==> src/rtl/pic_cmd_pkg.sv <==
package pic_cmd_pkg;
  localparam int NLINES = 8;
  localparam int LW = $clog2(NLINES);
  localparam int RW = LW + 1;

  typedef enum logic [1:0] {
    PH_RUN     = 2'd0,
    PH_BASE    = 2'd1,
    PH_CASCADE = 2'd2,
    PH_MODE    = 2'd3
  } init_phase_t;

  // rank of the highest-priority set bit; NLINES when empty
  function automatic logic [RW-1:0] rank_of(input logic [NLINES-1:0] m,
                                            input logic [LW-1:0] off);
    logic [2*NLINES-1:0] dbl;
    logic [RW-1:0] r;
    dbl = {m, m} >> off;
    r = RW'(NLINES);
    for (int k = NLINES - 1; k >= 0; k--)
      if (dbl[k]) r = RW'(k);
    return r;
  endfunction

  function automatic logic [LW-1:0] line_of(input logic [RW-1:0] rank,
                                            input logic [LW-1:0] off);
    return rank[LW-1:0] + off;
  endfunction

  function automatic logic [NLINES-1:0] onehot(input logic [LW-1:0] line);
    return NLINES'(1) << line;
  endfunction
endpackage

==> src/rtl/pic_init_seq.sv <==
module pic_init_seq
  import pic_cmd_pkg::*;
#(
  parameter int DW = 8,
  parameter logic [DW-1:0] BASE_MASK = 8'hF8
) (
  input  logic          clk,
  input  logic          rst_n,
  input  logic          wr_en,
  input  logic          addr,
  input  logic [DW-1:0] wdata,
  output logic          init_start,
  output init_phase_t   phase,
  output logic [DW-1:0] imr,
  output logic [DW-1:0] base,
  output logic          sfnm,
  output logic          aeoi
);
  logic need4;
  logic data_wr;

  assign init_start = wr_en && !addr && wdata[4];
  assign data_wr    = wr_en && addr;

  always_ff @(posedge clk or negedge rst_n) begin
    if (!rst_n) begin
      phase <= PH_RUN;
      imr   <= '0;
      base  <= '0;
      need4 <= 1'b0;
      sfnm  <= 1'b0;
      aeoi  <= 1'b0;
    end else if (init_start) begin
      need4 <= wdata[0];
      imr   <= '0;
      phase <= PH_BASE;
      if (!wdata[0]) begin
        sfnm <= 1'b0;
        aeoi <= 1'b0;
      end
    end else if (data_wr) begin
      unique case (phase)
        PH_RUN:  imr <= wdata;
        PH_BASE: begin
          base  <= wdata & BASE_MASK;
          phase <= PH_CASCADE;
        end
        PH_CASCADE: phase <= need4 ? PH_MODE : PH_RUN;
        PH_MODE: begin
          sfnm  <= wdata[4];
          aeoi  <= wdata[1];
          phase <= PH_RUN;
        end
        default: phase <= PH_RUN;
      endcase
    end
  end
endmodule

==> src/rtl/pic_op_cmd.sv <==
module pic_op_cmd
  import pic_cmd_pkg::*;
#(
  parameter int DW = 8
) (
  input  logic              clk,
  input  logic              rst_n,
  input  logic              wr_en,
  input  logic              addr,
  input  logic [DW-1:0]     wdata,
  input  logic              init_start,
  input  logic              rd_first,
  input  logic [NLINES-1:0] isr_vec,
  output logic [LW-1:0]     prio_off,
  output logic              rot_aeoi,
  output logic              smask,
  output logic              rsel,
  output logic              poll_pend,
  output logic [NLINES-1:0] eoi_clr
);
  logic          ctl_wr, cmd_wr;
  logic [2:0]    cmd;
  logic [LW-1:0] named;
  logic [RW-1:0] top_rank;
  logic [LW-1:0] top_line;
  logic          top_any;

  assign ctl_wr   = wr_en && !addr && !wdata[4] && wdata[3];
  assign cmd_wr   = wr_en && !addr && !wdata[4] && !wdata[3];
  assign cmd      = wdata[7:5];
  assign named    = wdata[LW-1:0];
  assign top_rank = rank_of(isr_vec, prio_off);
  assign top_line = line_of(top_rank, prio_off);
  assign top_any  = (top_rank != RW'(NLINES));

  always_comb begin
    eoi_clr = '0;
    if (cmd_wr) begin
      unique case (cmd)
        3'd1, 3'd5: if (top_any) eoi_clr = onehot(top_line);
        3'd3, 3'd7: eoi_clr = onehot(named);
        default:    eoi_clr = '0;
      endcase
    end
  end

  always_ff @(posedge clk or negedge rst_n) begin
    if (!rst_n) begin
      prio_off  <= '0;
      rot_aeoi  <= 1'b0;
      smask     <= 1'b0;
      rsel      <= 1'b0;
      poll_pend <= 1'b0;
    end else begin
      if (rd_first) poll_pend <= 1'b0;
      if (init_start) begin
        prio_off <= '0;
        smask    <= 1'b0;
        rsel     <= 1'b0;
      end else if (ctl_wr) begin
        if (wdata[2]) poll_pend <= 1'b1;
        if (wdata[1]) rsel <= wdata[0];
        if (wdata[6]) smask <= wdata[5];
      end else if (cmd_wr) begin
        unique case (cmd)
          3'd0, 3'd4: rot_aeoi <= cmd[2];
          3'd5:       if (top_any) prio_off <= top_line + 1'b1;
          3'd6, 3'd7: prio_off <= named + 1'b1;
          default:    ;
        endcase
      end
    end
  end
endmodule

==> src/rtl/pic_readback.sv <==
module pic_readback
  import pic_cmd_pkg::*;
#(
  parameter int DW = 8
) (
  input  logic              clk,
  input  logic              rst_n,
  input  logic              rd_en,
  input  logic              addr,
  input  logic              poll_pend,
  input  logic              rsel,
  input  logic [LW-1:0]     prio_off,
  input  logic [NLINES-1:0] irr_vec,
  input  logic [NLINES-1:0] isr_vec,
  input  logic [NLINES-1:0] imr,
  output logic              rd_first,
  output logic              rd_held,
  output logic [NLINES-1:0] poll_clr,
  output logic [DW-1:0]     rdata
);
  logic [RW-1:0] req_rank, svc_rank;
  logic [LW-1:0] win_line;
  logic          win_hit;
  logic [DW-1:0] rd_next;

  assign rd_first = rd_en && !rd_held;
  assign req_rank = rank_of(irr_vec & ~imr, prio_off);
  assign svc_rank = rank_of(isr_vec, prio_off);
  assign win_hit  = (req_rank < svc_rank);
  assign win_line = line_of(req_rank, prio_off);
  assign poll_clr = (rd_first && poll_pend && win_hit) ? onehot(win_line) : '0;

  always_comb begin
    if (poll_pend)  rd_next = win_hit ? DW'(win_line) : DW'(NLINES - 1);
    else if (addr)  rd_next = DW'(imr);
    else if (rsel)  rd_next = DW'(isr_vec);
    else            rd_next = DW'(irr_vec);
  end

  always_ff @(posedge clk or negedge rst_n) begin
    if (!rst_n) begin
      rd_held <= 1'b0;
      rdata   <= '0;
    end else begin
      rd_held <= rd_en;
      if (rd_first) rdata <= rd_next;
    end
  end
endmodule

==> src/rtl/pic_cmd_port.sv <==
module pic_cmd_port
  import pic_cmd_pkg::*;
#(
  parameter int DW = 8,
  parameter logic [DW-1:0] BASE_MASK = 8'hF8
) (
  input  logic              clk,
  input  logic              rst_n,
  input  logic              wr_en,
  input  logic              rd_en,
  input  logic              addr,
  input  logic [DW-1:0]     wdata,
  output logic [DW-1:0]     rdata,
  input  logic [NLINES-1:0] irr_in,
  input  logic [NLINES-1:0] isr_in,
  output logic [NLINES-1:0] imr_out,
  output logic [DW-1:0]     vec_base,
  output logic [1:0]        init_phase,
  output logic              sfnm,
  output logic              aeoi,
  output logic              rot_aeoi,
  output logic              smask,
  output logic [LW-1:0]     prio_off,
  output logic [NLINES-1:0] isr_clr,
  output logic [NLINES-1:0] irr_clr
);
  // named internal events, visible to the bound checker
  logic              init_start;
  logic              rd_first;
  logic              rd_held;
  logic              poll_pend;
  logic              rsel;
  logic [NLINES-1:0] eoi_clr;
  logic [NLINES-1:0] poll_clr;
  init_phase_t       phase;
  logic [DW-1:0]     imr_w;

  pic_init_seq #(.DW(DW), .BASE_MASK(BASE_MASK)) u_init (
    .clk, .rst_n, .wr_en, .addr, .wdata,
    .init_start (init_start),
    .phase      (phase),
    .imr        (imr_w),
    .base       (vec_base),
    .sfnm       (sfnm),
    .aeoi       (aeoi)
  );

  pic_op_cmd #(.DW(DW)) u_cmd (
    .clk, .rst_n, .wr_en, .addr, .wdata,
    .init_start (init_start),
    .rd_first   (rd_first),
    .isr_vec    (isr_in),
    .prio_off   (prio_off),
    .rot_aeoi   (rot_aeoi),
    .smask      (smask),
    .rsel       (rsel),
    .poll_pend  (poll_pend),
    .eoi_clr    (eoi_clr)
  );

  pic_readback #(.DW(DW)) u_rd (
    .clk, .rst_n, .rd_en, .addr,
    .poll_pend  (poll_pend),
    .rsel       (rsel),
    .prio_off   (prio_off),
    .irr_vec    (irr_in),
    .isr_vec    (isr_in),
    .imr        (imr_out),
    .rd_first   (rd_first),
    .rd_held    (rd_held),
    .poll_clr   (poll_clr),
    .rdata      (rdata)
  );

  assign imr_out    = imr_w[NLINES-1:0];
  assign init_phase = phase;
  assign isr_clr    = eoi_clr | poll_clr;
  assign irr_clr    = poll_clr;
endmodule

==> config.mk <==
export PLATFORM = sky130hd
export DESIGN_NAME = pic_cmd_port
export DESIGN_NICKNAME = d
export VERILOG_FILES = /design/src/rtl/pic_cmd_pkg.sv /design/src/rtl/pic_init_seq.sv /design/src/rtl/pic_op_cmd.sv /design/src/rtl/pic_readback.sv /design/src/rtl/pic_cmd_port.sv
export SDC_FILE = /design/constraint.sdc
export NUM_CORES = 1
export LEC_CHECK = 0
export ABC_CLOCK_PERIOD_IN_PS = 5450
export BUFFER_PORTS_ARGS = -buffer_cell sky130_fd_sc_hd__buf_2
export CAP_MARGIN = 20
export CORE_ASPECT_RATIO = 0.9
export CORE_MARGIN = 2
export CORE_UTILIZATION = 30
export DETAILED_ROUTE_END_ITERATION = 12
export GPL_TIMING_DRIVEN = 0
export PLACE_DENSITY = 0.6
export SLEW_MARGIN = 20
export SYNTH_ARGS = -nofsm -noshare
export SYNTH_HDL_FRONTEND = slang
export SYNTH_SLANG_ARGS = --single-unit
export TNS_END_PERCENT = 1
==> constraint.sdc <==
create_clock -name clk -period 5.45 [get_ports clk]
set_input_delay 0.545 -clock clk [delete_from_list [all_inputs] [get_ports clk]]
set_output_delay 0.545 -clock clk [all_outputs]
set_load 0.005 [all_outputs]
==> qor.yml <==
worst-setup-path-type: "reg -> out"
worstSkewPairLatency_ns: 0.28
place_area_sq_um: 3850
yosysMostFrequentCell: "nor2_1"
fin_area_sq_um: 4020
crit_slowest_cell: "dfrtp_1"
cp.required_ns: 4.91
cts_num_sinks: 34
wl_per_cell_um: 17.9
syn_avg_cell_area_sq_um: 8.59
ys_seq_area_frac: 0.255
fmax_mhz: 195
place_congestion: 0.948
dieHeight_um: 104
setup_tns_ns: 0
cap_violations: 0
rows: 36
dieArea_sq_um: 12000
yosys.cell_types.count: 66
maxSlewViolCount: 0
htreeDepth: 2
num_antenna_cells: 0
antenna_found_initial: 0
syn_to_final_growth_pct: 20.7
outcome: "completed"
pin_count: 78
viasPerCell: 5.65
layout-drive-gt1-share: 0.259
fin_util: 0.372
start_util: 0.308
p_leak_uw: 0.00176
p_total_uw: 1780
netlist.area_leader.share: 0.255
cts_max_path_buffers: 2
drt_iter0_markers: 166
worstSetupStartpointType: "register"
synthArstFlopShare: 1.00
rsz0062_at_grt: "false"
cts_hold_buf: 0
drt_wl_total_um: 10800
power.density_nw_per_um2: 442
cts_tree: "done"
hold_path.class: "in -> async"
grtUsageTotal: 0.180
cp_max_fo: 10
grt_pass1_wl_um: 17200
finalCritPeriodShare: 0.940
rrSetupSlack_ns: 1.33
clk_pin_slew_worst_paths_ns: 0.05
ys_warn_count: 0
fin_skew_ns: 0.00620
relSlewSlack: 0.459
synth_edf_count: 0
multi_input_area_sq_um: 2340
arrival_ns: 4.58
end_kind: "output port"
dr.pass1.iters: 5
fin_nets: 509
cts_root_buffer: "clkbuf_16"
synth_common_cells: "nor2_1, dfrtp_1, o21ai_0, mux2i_1, nand2_1"
setup_viol: 0
dp_hpwl_um: 8360
overflow: 0
vias: 3396
hold_violations: 0
crit_top_cell: "buf_2"
slowest_delay_ns: 0.42
crit_chain: "buf_2, buf_2, buf_2, mux2i_2, and2_1, o21a_1, o22ai_1, a221oi_1, a31oi_1, ha_1, o21a_1, o21ai_0, nand2_1, o311ai_2, o21ai_2, o41ai_1, buf_2"
drc: 0
synth_ff_type: "dfrtp_1"
syn_area_sq_um: 3330
regArea_sq_um: 851
dieWidth_um: 115
design.core.area_sq_um: 10800
grt_pass1_vias: 3200
postRouteAntennaNets: 0
numPortBuffers: 68
synth_area_leader_cell: "dfrtp_1"
ys_seq_elements: 34
grt_max_degree: 35
syn_inst: 388
cts_buffers: 5
worst_pin_slew_ns: 0.801
synth_area_leaders: "dfrtp_1, mux2i_1, mux2_2"
fillCellCount: 1113
vdd_drop_max_v: 0.000234
fin_crit_ns: 5.12
[worst max-delay path, delay by kind of cell (launching register included)]
kind                       cells  cell delay [ns]
adders and majority gates      1             0.35
and+or+nand+nor                2             0.31
AOI/OAI and AO/OA              9             1.79
buffers and inverters          4             1.07
DFF                            1             0.42
muxes                          1             0.35
[power breakdown]
| group | internal (uW) | leakage [uW] | total (uW) | switching, uW |
|---|---|---|---|---|
| Clock | 165 | 0.0000694 | 266 | 101 |
| Sequential | 336 | 0.000433 | 425 | 88.3 |
| Combinational | 471 | 0.00126 | 1090 | 617 |
| Total | 972 | 0.00176 | 1780 | 806 |
[registers in the layout, summed over array words and instances, names as in the netlist, 2 cells and up]
signal	flops
u_init.imr	8
u_rd.rdata	8
u_init.base	5
u_cmd.prio_off	3
u_init.phase	2
[layout make-up]
class / instances / share of cell area
Inverter: 12 / 0.0112
Sequential cell: 34 / 0.212
Buffer: 27 / 0.0311
Clock buffer: 5 / 0.0311
Tap cell: 133 / 0.0414
Clock inverter: 2 / 0.00249
Timing Repair Buffer: 71 / 0.0896
Multi-Input combinational cell: 317 / 0.582
[worst paths after layout]
check,startpoint,end,cells past startpoint
setup / recovery,u_cmd.prio_off[1]$_DFFE_PN0P_,isr_clr[2],17
hold / removal,rst_n,u_init.base[6]$_DFFE_PN0P_,1
setup reg to reg,u_cmd.prio_off[1]$_DFFE_PN0P_,u_rd.rdata[2]$_DFFE_PN0P_,16
hold reg to reg,u_init.base[4]$_DFFE_PN0P_,u_init.base[4]$_DFFE_PN0P_,2
max in group asynchronous,rst_n,u_cmd.prio_off[2]$_DFFE_PN0P_,1
min in group clk,rd_en,u_rd.rd_held$_DFF_PN0_,1
[metrics by stage]
step / hold slack, ns / setup slack [ns] / instances
2_1_floorplan: 0.249 / 1.34 / 390
3_3_place_gp: 0.470 / 0.265 / 591
3_5_place_dp: 0.471 / 0.470 / 592
4_1_cts: 0.368 / 0.120 / 599
5_1_grt: 0.398 / 0.0325 / 601
6_report: 0.349 / 0.327 / 601
[kinds of logic (layout without fill, tap and decap cells)]
logic type,Yosys count,in the layout,share of synthesized area
xor+xnor,2,2,0.00526
buf+inv,39,117,0.0511
fa+ha+maj,13,13,0.0526
flops,34,34,0.255
simple gates,147,147,0.244
mux,47,47,0.173
other cells,1,3,0.00113
compound gates,105,105,0.217
[cell usage in the layout, fill, tap and decap left out, types with 4 or more instances in the layout]
| cell type | count |
|---|---|
| inv_1 | 10 |
| o22ai_1 | 4 |
| o32ai_1 | 4 |
| nand3b_1 | 4 |
| dfrtp_1 | 34 |
| nand2_1 | 24 |
| o21ai_0 | 25 |
| and2_1 | 4 |
| mux2i_1 | 23 |
| a31oi_1 | 5 |
| clkbuf_1 | 16 |
| a21oi_1 | 18 |
| buf_2 | 73 |
| a22o_1 | 12 |
| a21o_1 | 4 |
| clkbuf_16 | 5 |
| nor3b_1 | 7 |
| o211ai_1 | 5 |
| nor3_1 | 14 |
| mux4_2 | 7 |
| nand3_1 | 5 |
| ha_1 | 10 |
| nor2_1 | 35 |
| nand2b_1 | 15 |
| mux2_2 | 16 |
| buf_4 | 7 |
| nor4_1 | 4 |
| nor2b_1 | 11 |
| and3_1 | 5 |
[routing by layer]
metal	vias up	GRT usage	wire, um
met5	-	0	0
met1	1634	0.272	5200
met3	8	0.0280	689
li1	1617	-	-
met2	137	0.272	4840
met4	0	0.0301	47
[repair_timing]
item                                    CTS  global route
endpoints found under the setup margin    0            15
setup buffers                             0             2
gates resized for setup                   0             4
Note: power is estimated with default switching activity, not from simulation.
